`src/rtl/pio3_pkg.sv`:
```
package pio3_pkg;

  localparam logic [1:0] OFS_A    = 2'd0;
  localparam logic [1:0] OFS_B    = 2'd1;
  localparam logic [1:0] OFS_C    = 2'd2;
  localparam logic [1:0] OFS_CTRL = 2'd3;

  typedef struct packed {
    logic a_in;
    logic b_in;
    logic cl_in;
    logic cu_in;
  } pio3_dir_t;

  localparam pio3_dir_t DIR_RESET = '{a_in: 1'b1, b_in: 1'b1, cl_in: 1'b1, cu_in: 1'b1};

  // Accept only a mode-set command that asks for basic mode on both groups
  function automatic logic cw_accept(input logic [7:0] w);
    return w[7] && (w[6:5] == 2'b00) && !w[2];
  endfunction

  function automatic pio3_dir_t cw_dirs(input logic [7:0] w);
    pio3_dir_t d;
    d.a_in  = w[4];
    d.cu_in = w[3];
    d.b_in  = w[1];
    d.cl_in = w[0];
    return d;
  endfunction

  // Per-bit choice between live pin and held latch: mask bit 1 selects pin
  function automatic logic [7:0] pin_or_latch(input logic [7:0] pin,
                                              input logic [7:0] lat,
                                              input logic [7:0] in_mask);
    return (pin & in_mask) | (lat & ~in_mask);
  endfunction

endpackage

```
`src/rtl/pio3_ctrl.sv`:
```
module pio3_ctrl
  import pio3_pkg::*;
(
  input  logic       clk,
  input  logic       rst_n,
  input  logic       ctrl_we,
  input  logic [7:0] cw,
  output logic       cw_taken,
  output pio3_dir_t  dir
);

  assign cw_taken = ctrl_we && cw_accept(cw);

  always_ff @(posedge clk or negedge rst_n) begin
    if (!rst_n)        dir <= DIR_RESET;
    else if (cw_taken) dir <= cw_dirs(cw);
  end

endmodule

```
`src/rtl/pio3_port_reg.sv`:
```
module pio3_port_reg #(
  parameter int W = 8
) (
  input  logic         clk,
  input  logic         rst_n,
  input  logic         we,
  input  logic [W-1:0] d,
  output logic [W-1:0] q
);

  always_ff @(posedge clk or negedge rst_n) begin
    if (!rst_n)  q <= '0;
    else if (we) q <= d;
  end

endmodule

```
`src/rtl/pio3_rdpath.sv`:
```
module pio3_rdpath
  import pio3_pkg::*;
(
  input  logic       clk,
  input  logic       rst_n,
  input  logic       rd_hit,
  input  logic [1:0] addr,
  input  logic [7:0] a_val,
  input  logic [7:0] b_val,
  input  logic [7:0] c_val,
  output logic [7:0] rdata
);

  logic [7:0] sel;

  always_comb begin
    unique case (addr)
      OFS_A:   sel = a_val;
      OFS_B:   sel = b_val;
      OFS_C:   sel = c_val;
      default: sel = 8'h00;
    endcase
  end

  always_ff @(posedge clk or negedge rst_n) begin
    if (!rst_n)      rdata <= 8'h00;
    else if (rd_hit) rdata <= sel;
  end

endmodule

```
`src/rtl/pio3_top.sv`:
```
module pio3_top
  import pio3_pkg::*;
(
  input  logic       clk,
  input  logic       rst_n,
  input  logic       cs,
  input  logic       rd,
  input  logic       wr,
  input  logic [1:0] addr,
  input  logic [7:0] wdata,
  output logic [7:0] rdata,
  input  logic [7:0] pa_in,
  output logic [7:0] pa_out,
  output logic [7:0] pa_oe,
  input  logic [7:0] pb_in,
  output logic [7:0] pb_out,
  output logic [7:0] pb_oe,
  input  logic [7:0] pc_in,
  output logic [7:0] pc_out,
  output logic [7:0] pc_oe
);

  localparam int NPORT = 3;
  localparam int PW    = 8;
  localparam int HALF  = PW / 2;

  // Named bus events, also observed by the checker
  logic wr_hit, rd_hit, ctrl_hit, cw_taken;
  assign wr_hit   = cs && wr;
  assign rd_hit   = cs && rd;
  assign ctrl_hit = wr_hit && (addr == OFS_CTRL);

  pio3_dir_t dir;

  pio3_ctrl u_ctrl (
    .clk      (clk),
    .rst_n    (rst_n),
    .ctrl_we  (ctrl_hit),
    .cw       (wdata),
    .cw_taken (cw_taken),
    .dir      (dir)
  );

  logic [PW-1:0] lat [NPORT];

  for (genvar p = 0; p < NPORT; p++) begin : g_lat
    pio3_port_reg #(.W(PW)) u_reg (
      .clk   (clk),
      .rst_n (rst_n),
      .we    (wr_hit && (addr == 2'(p))),
      .d     (wdata),
      .q     (lat[p])
    );
  end

  // Direction masks: 1 = bit is an input
  logic [PW-1:0] in_mask_a, in_mask_b, in_mask_c;
  assign in_mask_a = {PW{dir.a_in}};
  assign in_mask_b = {PW{dir.b_in}};
  assign in_mask_c = {{HALF{dir.cu_in}}, {HALF{dir.cl_in}}};

  assign pa_out = lat[0];
  assign pb_out = lat[1];
  assign pc_out = lat[2];
  assign pa_oe  = ~in_mask_a;
  assign pb_oe  = ~in_mask_b;
  assign pc_oe  = ~in_mask_c;

  pio3_rdpath u_rd (
    .clk    (clk),
    .rst_n  (rst_n),
    .rd_hit (rd_hit),
    .addr   (addr),
    .a_val  (pin_or_latch(pa_in, lat[0], in_mask_a)),
    .b_val  (pin_or_latch(pb_in, lat[1], in_mask_b)),
    .c_val  (pin_or_latch(pc_in, lat[2], in_mask_c)),
    .rdata  (rdata)
  );

endmodule

```
`config.mk`:
```
export PLATFORM = sky130hd
export DESIGN_NAME = pio3_top
export DESIGN_NICKNAME = d
export VERILOG_FILES = /design/src/rtl/pio3_pkg.sv /design/src/rtl/pio3_ctrl.sv /design/src/rtl/pio3_port_reg.sv /design/src/rtl/pio3_rdpath.sv /design/src/rtl/pio3_top.sv
export SDC_FILE = /design/constraint.sdc
export NUM_CORES = 1
export LEC_CHECK = 0
export BUFFER_PORTS_ARGS = -buffer_cell sky130_fd_sc_hd__buf_4
export CAP_MARGIN = 20
export CORE_AREA = 2 2 66 68
export DETAILED_ROUTE_END_ITERATION = 10
export DIE_AREA = 0 0 68 70
export PLACE_DENSITY = 0.83
export SLEW_MARGIN = 30
export SYNTH_ARGS = -nofsm -noshare
export SYNTH_HDL_FRONTEND = slang
export SYNTH_SLANG_ARGS = --single-unit
```
`constraint.sdc`:
```
create_clock -name clk -period 3 [get_ports clk]
set_clock_uncertainty 0.1 [all_clocks]
set_input_delay 0.15 -clock clk [delete_from_list [all_inputs] [get_ports clk]]
set_output_delay 0.15 -clock clk [all_outputs]
set_load 0.02 [all_outputs]
```
==> results of run 1 <==
==> power by group through the flow <==
| stage | combinational [mW] | clock (mW) | sequential (mW) |
|---|---|---|---|
| 6_report | 0.599 | 0.590 | 0.679 |
| 5_1_grt | 0.637 | 0.623 | 0.692 |
| 4_1_cts | 0.605 | 0.598 | 0.677 |
| 3_5_place_dp | 0.600 | 0 | 0.684 |
| 3_3_place_gp | 0.590 | 0 | 0.683 |
| 2_1_floorplan | 0.254 | 0 | 0.769 |
==> timing repair <==
item                      4_1_cts  5_1_grt
hold buffers                    2        0
setup buffers                   0        0
hold endpoints to repair       33        0
==> flip-flops by register name (all words and copies together), names as in the netlist <==
name / flops
g_lat.u_reg.q: 24
u_rd.rdata: 8
u_ctrl.dir: 4
==> cells by family after synthesis <==
group / synth area share [%]
mux: 28.80
flops: 46.86
buf+inv: 10.55
simple gates: 6.733
compound gates: 7.055
==> cells in the final DEF, fill, tap and decap left out <==
cell type      Yosys  layout
or2_1              1       1
mux2i_1           23      23
nor4_1             1       1
buf_4             20      94
inv_1              4       4
a221o_1            7       7
mux2_1             1       1
nand4b_1           1       1
dlygate4sd3_1      0       2
nor2_1             7       7
bufinv_16          0       3
dfrtp_1           32      32
or2_2              1       1
nor3_4             1       1
nand2b_1           1       1
nand3_1            1       1
or4b_4             1       1
a21oi_1            1       1
dfstp_2            4       4
nor2b_1            1       1
and2_1             1       1
mux2_2            28      28
a211o_1            1       1
clkbuf_8           0       5
o22ai_1            7       7
nor2_4             1       1
nand2_1            3       3
o2bb2ai_1          1       1
==> routing by layer <==
| metal | routed length [um] | GRT usage, % |
|---|---|---|
| met1 | 1928 | 27.70 |
| met2 | 2380 | 33.98 |
| met3 | 467 | 6.763 |
| met4 | 60 | 6.444 |
| met5 | 0 | 0 |
==> worst max path at each step <==
stage          slack, ns  depth (start not counted)                  end          start
3_3_place_gp        1.35                          4  g_lat[1].u_reg.q[4]        addr[1]
5_1_grt             1.05                          5        u_ctrl.dir[3]       wdata[6]
6_report            1.11                          5        u_ctrl.dir[3]       wdata[6]
3_5_place_dp        1.32                          4  g_lat[1].u_reg.q[1]        addr[1]
2_1_floorplan       1.31                          4        u_rd.rdata[3]  u_ctrl.dir[1]
4_1_cts             1.13                          5        u_ctrl.dir[3]       wdata[6]
==> area by class of cell <==
class                   count  area [um^2]  area share, %
multi-input cells          90        823.3          30.56
well taps                  52        65.06          2.415
inverters                   4        15.01         0.5574
clock buffers               5        68.82          2.555
flip-flops and latches     36        905.9          33.63
clock inverters             3        90.09          3.344
repair buffers             96        725.7          26.94
==> per-stage QoR <==
stage	instances	utilization, %
2_1_floorplan	157	-
3_3_place_gp	276	60.69
3_5_place_dp	276	60.69
4_1_cts	286	65.01
5_1_grt	286	65.01
6_report	286	65.01
==> worst max-delay path: cells and delay by family <==
family / cells / cell delay, ns
multiplexers: 1 / 0.37
buffers and inverters: 2 / 0.71
AND/OR/NAND/NOR: 2 / 0.77
==> flow_summary_export.csv, run 1 <==
group,metric,value,unit
global_routing,grt_usage,21.41,%
clocking,cts_tree,"done",
timing,fin_crit,1.887,ns
timing,setup_violations,0,
route,initialDrtViolationCount,102,
timing,rsz0062_at_grt,"no",
timing,final-hold-violation-count,0,
route,drt-pass1-iter-count,4,
layout,syn_to_final_growth,39.35,%
power_and_ir_drop,power_density,693.4,mW/mm^2
global_routing,grt_pass1_wl,7396,um
global_routing,grt_max_degree,37,
placed_design,routabilityCongestion,0.8177,
logic_synthesis,yosysWarningCount,0,
logic_synthesis,synth-main-ff-cell,"dfrtp_1",
setup_path,required,3.11,ns
power_and_ir_drop,vdd_drop_max,0.3512,mV
setup_path,slowest_delay,0.56,ns
route,viasPerCell,5.297,
floorplan,die_x,68,um
global_routing,overflow,0,
power_and_ir_drop,switching_power,0.5629,mW
clocking,cts_num_sinks,36,
power_and_ir_drop,swShare,30.14,%
timing,min_period_over_period,62.89,%
power_and_ir_drop,p_comb_share,32.1,%
floorplan,fp-row-count,24,
worst_hold_path,min_path_type,"in2reg",
layout,final_nets,272,
power_and_ir_drop,p_int,1.305,mW
setup_path,reg2reg_from,"u_ctrl.dir[2]",
floorplan,core_area,0.004144,mm^2
layout,fin_area,0.002694,mm^2
logic_synthesis,yosys.area.top_type_share,41.42,%
worst_hold_path,hp-start,"wdata[0]",
logic_synthesis,synth_edf_count,0,
power_and_ir_drop,cellLeakagePower,1.237,nW
global_routing,antenna_found_initial,0,
clocking,cts.path.max_buffers,2,
logic_synthesis,yosysSeqAreaShare,46.86,%
clocking,post_cts_resized,0,
logic_synthesis,synth_area,0.001933,mm^2
worst_hold_path,worst_hold_path.num_cells,2,
timing,worst_slew_pin_slew,0.6701,ns
logic_synthesis,syn_inst,157,
outcome,status,"complete, no violations",
route,drc_errors,0,
setup_path,r2r_end,"u_rd.rdata[5]",
floorplan,io_pins,95,
setup_path,crit_chain,"dlygate4sd3_1 -> buf_4 -> or4b_4 -> nor3_4 -> mux2_2",
logic_synthesis,yosysTopAreaCell,"dfrtp_1",
setup_path,cp_max_fo,4,
route,ant_nets,0,
setup_path,cp.arrival,2.00,ns
route,wl,4836,um
setup_path,r2r_slack,1.31,ns
logic_synthesis,synth_common_cells,"dfrtp_1 (32), mux2_2 (28), mux2i_1 (23), buf_4 (20)",
timing,finalSetupTns,0,ns
floorplan,die_area,0.004760,mm^2
setup_path,crit_type,"in2reg",
power_and_ir_drop,clock_power_share,31.6,%
timing,max_freq,530.0,MHz
setup_path,crit_path_end_kind,"flop",
worst_hold_path,hold_path_end,"g_lat[1].u_reg.q[0]",
logic_synthesis,post-synth-top-count-cell,"dfrtp_1",
clocking,insertion_delay,0.29,ns
placed_design,pre_cts_ws,1.322,ns
logic_synthesis,ys_ff_latch,36,
timing,fin_ws,1.113,ns
logic_synthesis,yosysUniqueCellTypes,28,
clocking,clkTransAtPathRegs,0.08,ns
clocking,clockRootBuffer,"clkbuf_8",
placed_design,dp_hpwl,3483,um
layout,diodes,0,
clocking,cts-buffers-inserted,5,
global_routing,grt_pass1_vias,1471,
timing,maxSlewViolCount,0,
setup_path,slowest_stage,"dlygate4sd3_1",
route,avgRoutedWirePerCell,16.91,um
logic_synthesis,avgSynthCellArea,12.31,um^2
logic_synthesis,syn_nets,196,
route,vias,1515,
floorplan,initial_core_util,46.65,%
setup_path,worstSetupStartpointType,"input pin",
clocking,htreeDepth,2,
layout,n_fill_cell,339,
setup_path,r2r_cells,3,
logic_synthesis,ys_top_cells_by_area,"dfrtp_1 (41%), mux2_2 (16%), mux2i_1 (12%), buf_4 (7.8%), dfstp_2 (5.4%)",
floorplan,fp.dieH,70,um
placed_design,portBuffers,94,
placed_design,dpl_cell_area,0.002515,mm^2
timing,holdWs,0.01288,ns
job,drv_cap,0,
layout,drive_gt1_share,58.97,%
timing,slew_headroom,55.33,%
power_and_ir_drop,p_seq_share,36.3,%
logic_synthesis,postSynth.asyncResetShare,100.0,%
power_and_ir_drop,fin_total_pwr,1.868,mW
No activity file was read; power rests on OpenSTA's default activity.
==> run 2: changes to the inputs <==
--- a/config.mk
+++ b/config.mk
@@ -7,10 +7,10 @@
 export LEC_CHECK = 0
 export BUFFER_PORTS_ARGS = -buffer_cell sky130_fd_sc_hd__buf_4
 export CAP_MARGIN = 20
-export CORE_AREA = 2 2 66 68
+export CORE_AREA = 2 2 72 74
 export DETAILED_ROUTE_END_ITERATION = 10
-export DIE_AREA = 0 0 68 70
-export PLACE_DENSITY = 0.83
+export DIE_AREA = 0 0 74 76
+export PLACE_DENSITY = 0.74
 export SLEW_MARGIN = 30
 export SYNTH_ARGS = -nofsm -noshare
 export SYNTH_HDL_FRONTEND = slang
==> constraint.sdc (replaced) <==
create_clock -name clk -period 1.7 [get_ports clk]
set_clock_uncertainty 0.1 [all_clocks]
set_input_delay 0.085 -clock clk [delete_from_list [all_inputs] [get_ports clk]]
set_output_delay 0.085 -clock clk [all_outputs]
set_load 0.02 [all_outputs]
==> flow_summary_export.csv, run 2 (synthesis gave the netlist of run 1 again) <==
group,metric,value,unit
route,drc_errors,0,
clocking,cts.path.max_buffers,2,
layout,final_cell_mix,"buf_4 (100), dfrtp_1 (32), mux2_2 (28)",
clocking,cts_num_sinks,36,
layout,final_nets,285,
setup_path,r2r_cells,3,
setup_path,slowest_stage,"dlygate4sd3_1",
outcome,status,"complete, no violations",
layout,largest_reg_flops,24,
route,drt-pass1-iter-count,4,
setup_path,r2r_slack,0.08,ns
setup_path,cp.arrival,1.78,ns
global_routing,antenna_found_initial,0,
setup_path,slowest_delay,0.52,ns
job,drv_cap,0,
timing,slew_headroom,46.40,%
route,wl,5212,um
setup_path,critPathLaunch,"wdata[7]",
timing,max_freq,601.8,MHz
floorplan,fp.dieH,76,um
timing,holdWs,0.03755,ns
setup_path,worstSetupStartpointType,"input pin",
global_routing,grt_usage,19.42,%
clocking,clockRootBuffer,"clkbuf_8",
layout,drive_gt1_share,58.30,%
setup_path,r2r_end,"u_rd.rdata[5]",
clocking,post-cts-setup-buffer-count,0,
worst_hold_path,hp-start,"pc_in[5]",
global_routing,grt_max_degree,37,
floorplan,core_area,0.004912,mm^2
worst_hold_path,min_path_type,"in2reg",
timing,final-hold-violation-count,0,
floorplan,die_area,0.005624,mm^2
timing,maxSlewViolCount,0,
floorplan,die_x,74,um
timing,finalSetupTns,0,ns
timing,rsz0062_at_grt,"no",
layout,regMostFlops,"g_lat.u_reg.q",
power_and_ir_drop,power_density,1050,mW/mm^2
timing,fin_crit,1.662,ns
clocking,cts_tree,"done",
power_and_ir_drop,vdd_drop_max,0.5552,mV
global_routing,overflow,0,
global_routing,grt_pass1_wl,8224,um
power_and_ir_drop,cellLeakagePower,1.267,nW
layout,diodes,0,
floorplan,initial_core_util,39.35,%
setup_path,crit_type,"in2reg",
clocking,htreeDepth,2,
floorplan,fp-row-count,26,
placed_design,portBuffers,94,
route,viasPerCell,4.972,
timing,setup_violations,0,
setup_path,crit_path_end,"u_ctrl.dir[0]",
timing,worst_slew_pin_slew,0.8039,ns
route,avgRoutedWirePerCell,16.44,um
floorplan,io_pins,95,
route,ant_nets,0,
placed_design,dp_hpwl,3768,um
route,initialDrtViolationCount,54,
layout,syn_to_final_growth,43.24,%
layout,final_common_cell,"buf_4",
layout,fin_util,56.37,%
global_routing,grt_pass1_vias,1622,
setup_path,reg2reg_from,"u_ctrl.dir[2]",
layout,reg.largest.list,"g_lat.u_reg.q: 24 flops, u_rd.rdata: 8 flops, u_ctrl.dir: 4 flops",
setup_path,crit_path_end_kind,"flop",
timing,min_period_over_period,97.75,%
setup_path,required,1.82,ns
clocking,insertion_delay,0.29,ns
clocking,clkTransAtPathRegs,0.07,ns
clocking,cts-buffers-inserted,5,
setup_path,crit_chain,"dlygate4sd3_1 -> buf_4 -> or4b_4 -> nor3_4 -> mux2_2",
placed_design,routabilityCongestion,0.7870,
power_and_ir_drop,fin_total_pwr,2.907,mW
route,vias,1576,
setup_path,cp_max_fo,4,
run 2: changes by cell type in the layout (fill, tap and decap cells not counted):
cell,change
bufinv_16,-3
clkbuf_8,+1
dfstp_2,-1
clkinv_2,+2
buf_4,+6
dfstp_4,+1
dlygate4sd3_1,+7
run 2: area by class of cell:
class | instances | area (um^2)
flip-flops and latches | 36 | 909.6
clock inverters | 2 | 10.01
clock buffers | 6 | 82.58
well taps | 70 | 87.58
repair buffers | 109 | 840.8
inverters | 4 | 15.01
multi-input cells | 90 | 823.3
fillers | 444 | 2143
run 2: worst min path at each step:
stage,to,slack (ns),cells after the start
floorplan,g_lat[0].u_reg.q[0],-0.31,0
global placement,u_rd.rdata[4],-0.03,1
detailed placement,g_lat[2].u_reg.q[4],-0.03,1
CTS,u_rd.rdata[5],0.03,4
global route,u_rd.rdata[0],0.07,4
finish,u_rd.rdata[5],0.04,4
run 2: repair_timing:
action                                 4_1_cts  5_1_grt
setup endpoints to repair                    0       13
hold buffers                                 9        0
resized for setup                            0        1
endpoints found under the hold margin       64        0
run 2: critical path: cells and delay by family:
kind	cells	cell delay, ns
muxes	1	0.37
and+or+nand+nor	2	0.68
buffers and inverters	2	0.64
run 2: stage by stage:
stage                     std cells  setup slack [ns]  area (um^2)
after detailed placement        300           0.05600         2582
after floorplan                 157          0.006062         1933
after CTS                       317           0.04866         2765
after global placement          300           0.07509         2582
after global routing            317          0.006306         2769
final                           317           0.03820         2769
run 2: layer usage:
metal / GRT usage [%] / vias to the layer above / wire length [um]
met5: 0 / - / 0
met4: 5.455 / 0 / 30
met3: 5.688 / 3 / 328
met2: 31.87 / 65 / 2561
met1: 24.59 / 777 / 2292
li1: - / 731 / -
run 2: report_power, final:
group	switching [mW]	total, mW	internal, mW
combinational	0.532	1.08	0.551
clock	0.311	0.634	0.323
sequential	0.152	1.19	1.04
total	0.994	2.91	1.91
==> run 3: changes to the inputs <==
--- a/config.mk
+++ b/config.mk
@@ -7,10 +7,12 @@
 export LEC_CHECK = 0
 export BUFFER_PORTS_ARGS = -buffer_cell sky130_fd_sc_hd__buf_4
 export CAP_MARGIN = 20
-export CORE_AREA = 2 2 72 74
+export CORE_AREA = 2 2 71 73
+export CTS_BUF_LIST = sky130_fd_sc_hd__clkbuf_2
 export DETAILED_ROUTE_END_ITERATION = 10
-export DIE_AREA = 0 0 74 76
-export PLACE_DENSITY = 0.74
+export DIE_AREA = 0 0 73 75
+export PLACE_DENSITY = 0.76
+export REMOVE_ABC_BUFFERS = 1
 export SLEW_MARGIN = 30
 export SYNTH_ARGS = -nofsm -noshare
 export SYNTH_HDL_FRONTEND = slang
==> flow_summary_export.csv, run 3 (synthesis gave the netlist of run 1 again) <==
group,metric,value,unit
setup_path,r2r_slack,0.04,ns
placed_design,pre_cts_ws,0.08747,ns
placed_design,portBuffers,94,
layout,final_common_cell,"buf_4",
setup_path,critPathLaunch,"wdata[6]",
timing,max_freq,595.5,MHz
clocking,clockRootBuffer,"clkbuf_2",
setup_path,slowest_delay,0.54,ns
setup_path,reg2reg_from,"u_ctrl.dir[3]",
timing,fin_crit,1.679,ns
route,initialDrtViolationCount,84,
placed_design,routabilityCongestion,0.7830,
setup_path,r2r_end,"u_rd.rdata[2]",
power_and_ir_drop,clock_power_share,14.7,%
setup_path,cp.arrival,1.91,ns
global_routing,grt_max_degree,37,
global_routing,overflow,0,
global_routing,grt_pass1_vias,1647,
layout,reg.largest.list,"g_lat.u_reg.q: 24 flops, u_rd.rdata: 8 flops, u_ctrl.dir: 4 flops",
timing,final-hold-violation-count,0,
worst_hold_path,worst_hold_path.num_cells,4,
setup_path,worstSetupStartpointType,"input pin",
route,avgRoutedWirePerCell,17.32,um
power_and_ir_drop,p_int,1.715,mW
global_routing,antenna_found_initial,0,
layout,multi_input_area,823.3,um^2
route,vias,1672,
setup_path,r2r_cells,4,
timing,maxSlewViolCount,0,
worst_hold_path,hp-start,"pb_in[3]",
power_and_ir_drop,p_seq_share,43.8,%
worst_hold_path,hold_path_end,"u_rd.rdata[3]",
placed_design,dp_hpwl,4053,um
global_routing,grt_pass1_wl,8252,um
clocking,htreeDepth,2,
timing,holdWs,0.003790,ns
layout,largest_reg_flops,24,
power_and_ir_drop,p_comb_share,41.6,%
setup_path,crit_chain,"dlygate4sd3_1 -> buf_4 -> or4b_4 -> nor3_4 -> mux2_2",
floorplan,core_area,0.004661,mm^2
timing,fin_ws,0.02066,ns
floorplan,die_area,0.005475,mm^2
layout,syn_to_final_growth,45.57,%
power_and_ir_drop,power_density,962.8,mW/mm^2
power_and_ir_drop,vdd_drop_max,0.4288,mV
layout,n_fill_cell,402,
global_routing,grt_usage,20.72,%
layout,drive_gt1_share,56.98,%
timing,worst_slew_pin_slew,0.7863,ns
layout,diodes,0,
layout,final_cell_mix,"buf_4 (103), dfrtp_1 (32), mux2_2 (28)",
worst_hold_path,min_path_type,"in2reg",
floorplan,die_x,73,um
layout,final_nets,296,
timing,slew_headroom,47.58,%
setup_path,cp_max_fo,4,
power_and_ir_drop,switching_power,0.9940,mW
clocking,insertion_delay,0.39,ns
setup_path,required,1.93,ns
clocking,cts_num_sinks,36,
route,drc_errors,0,
layout,seq_area,913.4,um^2
layout,fin_util,60.38,%
setup_path,crit_type,"in2reg",
floorplan,fp.dieH,75,um
floorplan,io_pins,95,
route,wl,5404,um
power_and_ir_drop,cellLeakagePower,1.297,nW
layout,regMostFlops,"g_lat.u_reg.q",
outcome,status,"complete, no violations",
floorplan,initial_core_util,41.48,%
clocking,cts_tree,"done",
timing,min_period_over_period,98.78,%
clocking,cts.path.max_buffers,2,
route,viasPerCell,5.359,
timing,setup_violations,0,
setup_path,crit_path_end_kind,"flop",
job,drv_cap,0,
clocking,cts-buffers-inserted,5,
floorplan,fp-row-count,25,
route,drt-pass1-iter-count,4,
route,ant_nets,0,
setup_path,slowest_stage,"dlygate4sd3_1",
clocking,clkTransAtPathRegs,0.19,ns
power_and_ir_drop,swShare,36.69,%
==> run 3: cell count changes in the layout (fill, tap and decap cells not counted), sizes merged <==
cell | before | now
dlygate4sd3 | 9 | 16
buf | 100 | 104
clkinv | 2 | 1
clkinvlp | 0 | 1
==> run 3: repair_timing <==
item,4_1_cts,5_1_grt
resized for setup,2,0
endpoints found under the hold margin,71,0
setup endpoints to repair,16,16
hold buffers,16,0
setup buffers,0,4
==> run 3: area by class of cell <==
cell class,count,area share [%]
clock buffer,6,1.067
sequential,36,32.46
timing repair buffer,120,33.88
clock inverter,2,0.4002
inverter,4,0.5336
tap,54,2.401
multi-input combinational,90,29.26
==> run 3: worst max-delay path by stage <==
stage | endpoint | depth (start not counted) | slack [ns]
2_1_floorplan | pa_oe[0] | 1 | 0.15
3_3_place_gp | u_rd.rdata[1] | 3 | 0.13
3_5_place_dp | u_rd.rdata[1] | 3 | 0.09
4_1_cts | pb_oe[2] | 2 | 0.02
5_1_grt | u_rd.rdata[2] | 4 | -0.01
6_report | u_ctrl.dir[3] | 5 | 0.02
==> run 3: worst max-delay path, delay by kind of cell <==
kind                   cells  cell delay (ns)
buffers and inverters      2             0.69
and+or+nand+nor            2             0.76
muxes                      1             0.37
==> run 3: stage by stage <==
| step | cell area, um^2 | TNS (ns) | power, mW | instances |
|---|---|---|---|---|
| after CTS | 2771 | 0 | 2.705 | 308 |
| after global placement | 2562 | 0 | 2.263 | 284 |
| after floorplan | 1744 | 0 | 1.744 | 130 |
| after global routing | 2814 | -0.01723 | 2.838 | 312 |
| final | 2814 | 0 | 2.709 | 312 |
| after detailed placement | 2562 | 0 | 2.287 | 284 |
==> run 3: power groups by stage <==
stage	registers, mW	logic [mW]	clock network [mW]
2_1_floorplan	1.38	0.366	0
3_3_place_gp	1.20	1.06	0
3_5_place_dp	1.21	1.08	0
4_1_cts	1.19	1.11	0.403
5_1_grt	1.21	1.19	0.430
6_report	1.19	1.13	0.397
==> run 3: per-layer routing <==
| layer | wire length, um | GRT usage [%] | share of wire (%) |
|---|---|---|---|
| met5 | 0 | 0 | 0 |
| met4 | 140 | 10.49 | 2.6 |
| met3 | 374 | 3.748 | 6.9 |
| met2 | 2576 | 34.83 | 48 |
| met1 | 2312 | 25.64 | 43 |
